File: src/rtl/adc_sio_pkg.sv
package adc_sio_pkg;
  localparam int unsigned NUM_CH     = 8;
  localparam int unsigned SMP_W      = 12;
  localparam int unsigned FRAME_LEN  = 16;
  localparam int unsigned ADDR_FIRST = 3;  // rise index carrying the address MSB
endpackage

File: src/rtl/adc_sio_edge.sv
module adc_sio_edge (
  input  logic clk_i,
  input  logic rst_ni,
  input  logic cs_ni,
  input  logic sclk_i,
  output logic rise_o,
  output logic fall_o,
  output logic cs_fall_o,
  output logic active_o
);
  logic sclk_q, cs_q;

  always_ff @(posedge clk_i or negedge rst_ni) begin
    if (!rst_ni) begin
      sclk_q   <= 1'b1;
      cs_q     <= 1'b1;
      active_o <= 1'b0;
    end else begin
      sclk_q <= sclk_i;
      cs_q   <= cs_ni;
      if (cs_ni)          active_o <= 1'b0;
      else if (cs_fall_o) active_o <= 1'b1;
    end
  end

  assign rise_o    = sclk_i & ~sclk_q;
  assign fall_o    = ~sclk_i & sclk_q;
  assign cs_fall_o = cs_q & ~cs_ni;
endmodule

File: src/rtl/adc_sio_ctrl.sv
module adc_sio_ctrl #(
  parameter int unsigned FRAME_LEN  = 16,
  parameter int unsigned ADDR_W     = 3,
  parameter int unsigned ADDR_FIRST = 3,
  localparam int unsigned CNT_W     = $clog2(FRAME_LEN + 1)
) (
  input  logic              clk_i,
  input  logic              rst_ni,
  input  logic              cs_ni,
  input  logic              cs_fall_i,
  input  logic              active_i,
  input  logic              rise_i,
  input  logic              din_i,
  output logic [ADDR_W-1:0] ctrl_o
);
  logic [CNT_W-1:0]  rise_cnt;
  logic [CNT_W-1:0]  nth;
  logic [ADDR_W-1:0] pend;
  logic              step;

  assign nth  = rise_cnt + CNT_W'(1);
  assign step = rise_i && active_i && !cs_ni && (rise_cnt < CNT_W'(FRAME_LEN));

  always_ff @(posedge clk_i or negedge rst_ni) begin
    if (!rst_ni) begin
      rise_cnt <= '0;
      pend     <= '0;
      ctrl_o   <= '0;
    end else if (cs_fall_i) begin
      rise_cnt <= '0;
    end else if (step) begin
      rise_cnt <= nth;
      for (int b = 0; b < int'(ADDR_W); b++)
        if (nth == CNT_W'(ADDR_FIRST + ADDR_W - 1 - b)) pend[b] <= din_i;
      // commit only when the frame is complete; an earlier cs rise drops it
      if (nth == CNT_W'(FRAME_LEN)) ctrl_o <= pend;
    end
  end
endmodule

File: src/rtl/adc_sio_shift.sv
module adc_sio_shift #(
  parameter int unsigned NUM_CH    = 8,
  parameter int unsigned SMP_W     = 12,
  parameter int unsigned FRAME_LEN = 16,
  localparam int unsigned ADDR_W   = $clog2(NUM_CH),
  localparam int unsigned CNT_W    = $clog2(FRAME_LEN + 1),
  localparam int unsigned LEAD     = FRAME_LEN - SMP_W
) (
  input  logic                    clk_i,
  input  logic                    rst_ni,
  input  logic                    cs_fall_i,
  input  logic                    active_i,
  input  logic                    fall_i,
  input  logic [ADDR_W-1:0]       ctrl_i,
  input  logic [NUM_CH*SMP_W-1:0] samples_i,
  output logic                    dout_o,
  output logic [CNT_W-1:0]        fall_cnt_o
);
  logic [SMP_W-1:0]     ch_smp [NUM_CH];
  logic [FRAME_LEN-1:0] sreg;

  for (genvar g = 0; g < int'(NUM_CH); g++) begin : g_ch
    assign ch_smp[g] = samples_i[g*SMP_W +: SMP_W];
  end

  always_ff @(posedge clk_i or negedge rst_ni) begin
    if (!rst_ni) begin
      sreg       <= '0;
      fall_cnt_o <= '0;
    end else if (cs_fall_i) begin
      sreg       <= {{LEAD{1'b0}}, ch_smp[ctrl_i]};
      fall_cnt_o <= '0;
    end else if (fall_i && active_i) begin
      sreg <= {sreg[FRAME_LEN-2:0], 1'b0};
      if (fall_cnt_o < CNT_W'(FRAME_LEN)) fall_cnt_o <= fall_cnt_o + CNT_W'(1);
    end
  end

  assign dout_o = sreg[FRAME_LEN-1];
endmodule

File: src/rtl/adc_sio_top.sv
module adc_sio_top
  import adc_sio_pkg::*;
#(
  parameter int unsigned CH       = NUM_CH,
  parameter int unsigned SW       = SMP_W,
  parameter int unsigned FLEN     = FRAME_LEN,
  parameter int unsigned AFIRST   = ADDR_FIRST,
  localparam int unsigned AW      = $clog2(CH),
  localparam int unsigned CW      = $clog2(FLEN + 1)
) (
  input  logic             clk_i,
  input  logic             rst_ni,
  input  logic             cs_ni,
  input  logic             sclk_i,
  input  logic             din_i,
  input  logic [CH*SW-1:0] samples_i,
  output logic             dout_o,
  output logic             dout_en_o
);
  logic          rise, fall, cs_fall, active;
  logic [AW-1:0] ctrl_q;
  logic [CW-1:0] fall_cnt;

  adc_sio_edge u_edge (
    .clk_i, .rst_ni, .cs_ni, .sclk_i,
    .rise_o(rise), .fall_o(fall), .cs_fall_o(cs_fall), .active_o(active)
  );

  adc_sio_ctrl #(.FRAME_LEN(FLEN), .ADDR_W(AW), .ADDR_FIRST(AFIRST)) u_ctrl (
    .clk_i, .rst_ni, .cs_ni,
    .cs_fall_i(cs_fall), .active_i(active), .rise_i(rise), .din_i,
    .ctrl_o(ctrl_q)
  );

  adc_sio_shift #(.NUM_CH(CH), .SMP_W(SW), .FRAME_LEN(FLEN)) u_shift (
    .clk_i, .rst_ni,
    .cs_fall_i(cs_fall), .active_i(active), .fall_i(fall),
    .ctrl_i(ctrl_q), .samples_i,
    .dout_o, .fall_cnt_o(fall_cnt)
  );

  assign dout_en_o = active;
endmodule

File: config.mk
export PLATFORM = sky130hd
export DESIGN_NAME = adc_sio_top
export DESIGN_NICKNAME = d
export VERILOG_FILES = /design/src/rtl/adc_sio_pkg.sv /design/src/rtl/adc_sio_edge.sv /design/src/rtl/adc_sio_ctrl.sv /design/src/rtl/adc_sio_shift.sv /design/src/rtl/adc_sio_top.sv
export SDC_FILE = /design/constraint.sdc
export NUM_CORES = 1
export LEC_CHECK = 0
export BUFFER_PORTS_ARGS = -buffer_cell sky130_fd_sc_hd__buf_2
export CORE_ASPECT_RATIO = 0.8
export CORE_MARGIN = 3
export CORE_UTILIZATION = 30
export DETAILED_ROUTE_END_ITERATION = 7
export HOLD_SLACK_MARGIN = 0.02
export PLACE_DENSITY_LB_ADDON = 0.3
export SYNTH_ARGS = -nofsm -noshare
export SYNTH_HDL_FRONTEND = slang
export SYNTH_HIERARCHICAL = 1
export SYNTH_SLANG_ARGS = --single-unit
File: constraint.sdc
create_clock -name clk_i -period 1.95 [get_ports clk_i]
set_clock_uncertainty 0.2 [all_clocks]
set_input_delay 0.39 -clock clk_i [delete_from_list [all_inputs] [get_ports clk_i]]
set_output_delay 0.39 -clock clk_i [all_outputs]
set_load 0.01 [all_outputs]
==> results of run 1 <==
## sequential cells by signal, summed over array words and instances (netlist names)
register,flops
u_edge/active_o,1
u_edge/cs_q,1
u_ctrl/rise_cnt,5
u_edge/sclk_q,1
u_ctrl/pend,3
u_shift/sreg,16
u_ctrl/ctrl_o,3
## through the flow
step	worst slack, ns	util	cell area (sq um)	hold WS, ns
floorplan	0.1063	-	2188	-0.1056
global placement	0.08978	0.4029	2818	0.1006
detailed placement	0.05115	0.4029	2818	0.1013
CTS	0.06160	0.4176	2920	0.02276
global route	0.03730	0.4189	2929	0.02398
finish	0.1273	0.4189	2929	0.02995
## final timing paths
| path | from | endpoint | slack, ns | cells past startpoint |
|---|---|---|---|---|
| max reg2reg | u_ctrl/rise_cnt[2]$_DFFE_PN0P_ | u_ctrl/ctrl_o[0]$_DFFE_PN0P_ | 0.13 | 4 |
| min in group asynchronous | rst_ni | u_ctrl/ctrl_o[0]$_DFFE_PN0P_ | 0.34 | 2 |
| max in group asynchronous | rst_ni | u_edge/sclk_q$_DFF_PN1_ | 0.68 | 3 |
| min | cs_ni | u_edge/cs_q$_DFF_PN1_ | 0.03 | 1 |
| min reg2reg | u_ctrl/pend[2]$_DFFE_PN0P_ | u_ctrl/ctrl_o[2]$_DFFE_PN0P_ | 0.31 | 1 |
| max | u_ctrl/rise_cnt[2]$_DFFE_PN0P_ | u_ctrl/ctrl_o[0]$_DFFE_PN0P_ | 0.13 | 4 |
## metal layers
layer,routed length (um),global-route usage
met3,378,0.03023
met5,0,0
met2,2745,0.2454
met1,2753,0.1930
met4,47,0.03187
## area by class of cell
class | count | share of cell area
Timing Repair Buffer | 114 | 0.2153
Inverter | 4 | 0.005126
Multi-Input combinational cell | 144 | 0.4562
Clock buffer | 6 | 0.02478
Tap cell | 87 | 0.03716
Clock inverter | 2 | 0.003417
Sequential cell | 30 | 0.2580
## where the power goes
part	total (uW)	leakage, uW	switching [uW]	internal (uW)
clock network	469	0.0000450	223	246
registers	696	0.000388	25.5	671
logic	285	0.000904	116	169
## worst max-delay path, stage by stage (launching register included)
cell and delay, ns:
dfrtp_1 0.54, and4_4 0.27, o211a_4 0.18, and3_4 0.22
mux2_4 0.31
## timing repair
item	4_1_cts	5_1_grt
endpoints found under the hold margin	12	0
resized for setup	0	3
hold buffers	2	0
endpoints found under the setup margin	0	9
==> summary.txt, run 1 <==
GRT
  – Global Route Usage Sum: 0.1453
  – Pin count of the biggest net entering global routing: 34
  – Wire length of the first global-routing pass: 9.577 mm
  – Antenna violations before repair: 0
  – Number of global-route vias before repair: 1974
  – Global route total overflow: 0

Placement
  – Total instance count after detailed placement: 377
  – Estimated wirelength of the detail-placed design: 4.812 mm
  – Quantity of I/O buffers inserted on ports: 102
  – Global placer's final weighted congestion: 0.7524

STA
  – Crit share post-route: 0.9347
  – Sum Neg Setup Slack: 0 ns
  – Post-layout minimum cycle time: 1.823 ns
  – Highest Clock Rate: 0.5486 GHz
  – Final setup viols: 0
  – Hold violation count in the final report: 0
  – Slew Limit Headroom: 0.7741
  – Transition time of the tightest slew-check pin: 0.3388 ns
  – Setup repair after global routing missed its margin: false
  – Slew Limit Fails: 0

Finish
  – Antenna fix cells: 0
  – Total number of nets in the final design: 404
  – Layout-stage area growth over the synthesis result: 33.85%
  – Count of filler cells inserted in the layout: 677
  – Fraction of final layout cells with drive strength greater than 1: 0.5600
  – Area taken by multi-input logic gates: 1336 sq um
  – Leading cell types in the layout, fill and taps excluded: buf_2, mux2_2, dfrtp_1
  – Most common cell after layout, fill and taps aside: buf_2
  – Count of non-filler cells in the finished layout: 387
  – Register cell area after layout: 755.7 sq um

Flow run
  – Max cap viols: 0

Drt
  – Number of DRC violations after detailed-routing iteration 0: 58
  – Antenna-violating nets left: 0
  – Via-per-instance ratio: 5.041
  – DR vias: 1951
  – Drt total wl: 5.924 mm
  – Number of iterations in the first detailed-routing pass: 4
  – Per-cell routed wire length: 15.31 um
  – Post-route DRC: 0

Clock network
  – Clk sinks: 30
  – TritonCTS buffer count: 5
  – # H-tree levels: 2
  – Clock tree from TritonCTS: yes
  – Clock latency of the later-clocked register in the worst-skew pair: 0.28 ns
  – Buffers inserted during post-CTS setup optimization: 0
  – Library cell used as clock root buffer: clkbuf_8
  – Clock-pin slew on the worst setup and hold paths: 0.07 ns
  – Deepest clock path buffer count: 2

Yosys
  – Post-synthesis cell count: 192
  – Total number of yosys warnings: 6
  – Area of the mapped netlist: 2188 sq um
  – Post-Synthesis Net Count: 297
  – Average size of a mapped cell: 11.40 sq um

Floorplan
  – Die Area: 8362 sq um
  – Die width: 101.5 um
  – Effective utilization at floorplan: 0.3129
  – Chip height: 82.39 um
  – Number of core rows: 27
  – Core Box Area: 6993 sq um
  – Number of ports placed on the die boundary: 103

Pwr
  – Final Power: 1451 uW
  – Cell Pwr Density: 495.3 nW/um^2
  – LEAKAGE: 0.001336 uW
  – Peak ir drop on the vdd network: 0.2459 mV

Worst setup path
  – Arr. time, crit path: 1.79 ns
  – Endpoint type of the worst setup path: flip-flop
  – Critical path launch point type: flip-flop
  – Classification of the worst setup path: flip-flop to flip-flop
  – Required @ worst endpoint: 1.92 ns
  – Peak fanout along the critical path: 10

Min path
  – Path type of the worst min-delay path: primary input to flip-flop

Outcome
  – Outcome: completed
(Power assumes the default switching activity.)
==> run 2: changes to the inputs <==
--- a/config.mk
+++ b/config.mk
@@ -8,7 +8,8 @@
 export BUFFER_PORTS_ARGS = -buffer_cell sky130_fd_sc_hd__buf_2
 export CORE_ASPECT_RATIO = 0.8
 export CORE_MARGIN = 3
-export CORE_UTILIZATION = 30
+export CORE_UTILIZATION = 35
+export CTS_BUF_LIST = sky130_fd_sc_hd__clkbuf_8
 export DETAILED_ROUTE_END_ITERATION = 7
 export HOLD_SLACK_MARGIN = 0.02
 export PLACE_DENSITY_LB_ADDON = 0.3
==> run 2 against run 1 <==
Combinational power is 2% lower. Cell count is 1.8% lower. Power is 2.1% higher. Clock-buffer cell count stayed put. Via count is 0.72% higher. Routed wire length is 2.1% lower. First-iteration DRC count is 12% higher. Non-clock buffer count is 1 lower. Critical endpoint is now u_ctrl/ctrl_o[1]$_DFFE_PN0P_. Largest cell class unchanged.
==> summary.txt, run 2 (same netlist as run 1, synthesis figures left out) <==
Outcome
  – Outcome: completed

Placement
  – Global placer's final weighted congestion: 0.7610
  – Quantity of I/O buffers inserted on ports: 102
  – Estimated wirelength of the detail-placed design: 4.567 mm

Floorplan
  – Effective utilization at floorplan: 0.3663
  – Chip height: 76.73 um
  – Die Area: 7243 sq um
  – Die width: 94.41 um
  – Number of core rows: 25
  – Number of ports placed on the die boundary: 103
  – Core Box Area: 5974 sq um

Finish
  – Biggest regs: u_shift/sreg: 16 flops, u_ctrl/rise_cnt: 5 flops
  – Register bank with the most flops: u_shift/sreg
  – Count of filler cells inserted in the layout: 572
  – Fraction of final layout cells with drive strength greater than 1: 0.5585
  – Most common cell after layout, fill and taps aside: buf_2
  – Leading cell types in the layout, fill and taps excluded: buf_2, mux2_2, dfrtp_1
  – Layout-stage area growth over the synthesis result: 34.13%
  – Antenna fix cells: 0
  – Register cell area after layout: 755.7 sq um
  – Number of flip-flops under the largest register name: 16
  – Area taken by multi-input logic gates: 1336 sq um
  – Total number of nets in the final design: 403

Worst setup path
  – Buffer and inverter count on the worst path: 0
  – Largest incremental delay on the critical path: 0.51 ns
  – Peak fanout along the critical path: 9
  – Critical path launch point type: flip-flop
  – Ordered list of cells on the worst path: and4_4 -> o211a_4 -> and3_4 -> mux2_4
  – Required @ worst endpoint: 1.91 ns
  – Library cell contributing the largest single delay on the critical path: dfrtp_1
  – RR Startpoint: u_ctrl/rise_cnt[2]$_DFFE_PN0P_
  – Cell class contributing the biggest share of worst-path delay: flip-flops
  – Classification of the worst setup path: flip-flop to flip-flop
  – Arr. time, crit path: 1.75 ns
  – Endpoint type of the worst setup path: flip-flop
  – Worst setup path startpoint: u_ctrl/rise_cnt[2]$_DFFE_PN0P_

STA
  – Final setup viols: 0
  – Setup repair after global routing missed its margin: false
  – Hold violation count in the final report: 0
  – Slew Limit Fails: 0
  – Highest Clock Rate: 0.5581 GHz
  – Crit share post-route: 0.9189
  – Post-layout minimum cycle time: 1.792 ns
  – Final Hold Slack: 0.03234 ns
  – Transition time of the tightest slew-check pin: 0.3674 ns
  – Sum Neg Setup Slack: 0 ns
  – Slew Limit Headroom: 0.7551

GRT
  – Global route total overflow: 0
  – Global Route Usage Sum: 0.1648
  – Antenna violations before repair: 0
  – Pin count of the biggest net entering global routing: 34
  – Wire length of the first global-routing pass: 9.453 mm
  – Number of global-route vias before repair: 2050

Flow run
  – Max cap viols: 0

Clock network
  – Buffers inserted during post-CTS setup optimization: 0
  – TritonCTS buffer count: 5
  – Clk sinks: 30
  – # H-tree levels: 2
  – Library cell used as clock root buffer: clkbuf_8
  – Clock-pin slew on the worst setup and hold paths: 0.06 ns
  – Deepest clock path buffer count: 2
  – Clock tree from TritonCTS: yes
  – Clock latency of the later-clocked register in the worst-skew pair: 0.28 ns

Drt
  – Number of DRC violations after detailed-routing iteration 0: 65
  – Via-per-instance ratio: 5.171
  – Antenna-violating nets left: 0
  – Per-cell routed wire length: 15.27 um
  – Post-route DRC: 0
  – Drt total wl: 5.801 mm
  – Number of iterations in the first detailed-routing pass: 4
  – DR vias: 1965

Pwr
  – Cell Pwr Density: 504.8 nW/um^2
  – Peak ir drop on the vdd network: 0.2405 mV
  – Final Power: 1482 uW
  – LEAKAGE: 0.001344 uW

Min path
  – Path type of the worst min-delay path: primary input to flip-flop
  – HP Start: cs_ni
-- run 2: cell count changes in the layout (fill, tap and decap cells not counted) --
| cell | change |
|---|---|
| clkbuf_8 | +1 |
| inv_1 | +1 |
| buf_4 | -2 |
| clkbuf_1 | -1 |
| clkinv_2 | -1 |
| buf_12 | +1 |
-- run 2: metrics by stage --
stage	cells	utilization	instance area (sq um)	setup slack, ns
final	380	0.4913	2935	0.1581
after global routing	380	0.4913	2935	0.07763
after CTS	380	0.4898	2927	0.1144
after detailed placement	370	0.4712	2815	0.05112
after global placement	370	0.4712	2815	0.09540
after floorplan	192	-	2188	0.1063
-- run 2: path summary, 6_finish.rpt --
kind	cells past startpoint	slack, ns	end
setup reg to reg	4	0.16	u_ctrl/ctrl_o[1]$_DFFE_PN0P_
hold / removal	1	0.03	u_edge/cs_q$_DFF_PN1_
max in group asynchronous	3	0.92	u_edge/sclk_q$_DFF_PN1_
setup / recovery	4	0.16	u_ctrl/ctrl_o[1]$_DFFE_PN0P_
hold reg to reg	1	0.31	u_ctrl/ctrl_o[2]$_DFFE_PN0P_
min in group asynchronous	3	0.39	u_ctrl/ctrl_o[2]$_DFFE_PN0P_
-- run 2: area by class of cell --
| cell class | count | area share |
|---|---|---|
| clock buffer | 6 | 0.02813 |
| clock inverter | 2 | 0.002984 |
| inverter | 4 | 0.005115 |
| multi-input combinational | 144 | 0.4552 |
| sequential | 30 | 0.2575 |
| tap | 81 | 0.03453 |
| timing repair buffer | 113 | 0.2165 |
-- run 2: what timing repair did --
item                                    4_1_cts  5_1_grt
gates resized for setup                       0        3
endpoints found under the hold margin        29        0
endpoints found under the setup margin        0        9
hold buffers                                  2        0
-- run 2: power by group --
group / switching (uW) / internal, uW / total [uW]
Combinational: 110 / 170 / 280
Sequential: 25.7 / 671 / 697
Clock: 226 / 279 / 505
-- run 2: worst reg2reg max path, stage by stage (launching register included) --
cell and delay [ns]:
dfrtp_1 0.51, and4_4 0.27, o211a_4 0.18, and3_4 0.22
mux2_4 0.30
-- run 2: routing by layer --
metal | GRT usage | vias to the layer above | wire, um
met5 | 0 | - | 0
met4 | 0.04618 | 0 | 55
met3 | 0.04314 | 6 | 431
met2 | 0.2705 | 69 | 2761
met1 | 0.2141 | 940 | 2552
li1 | - | 950 | -
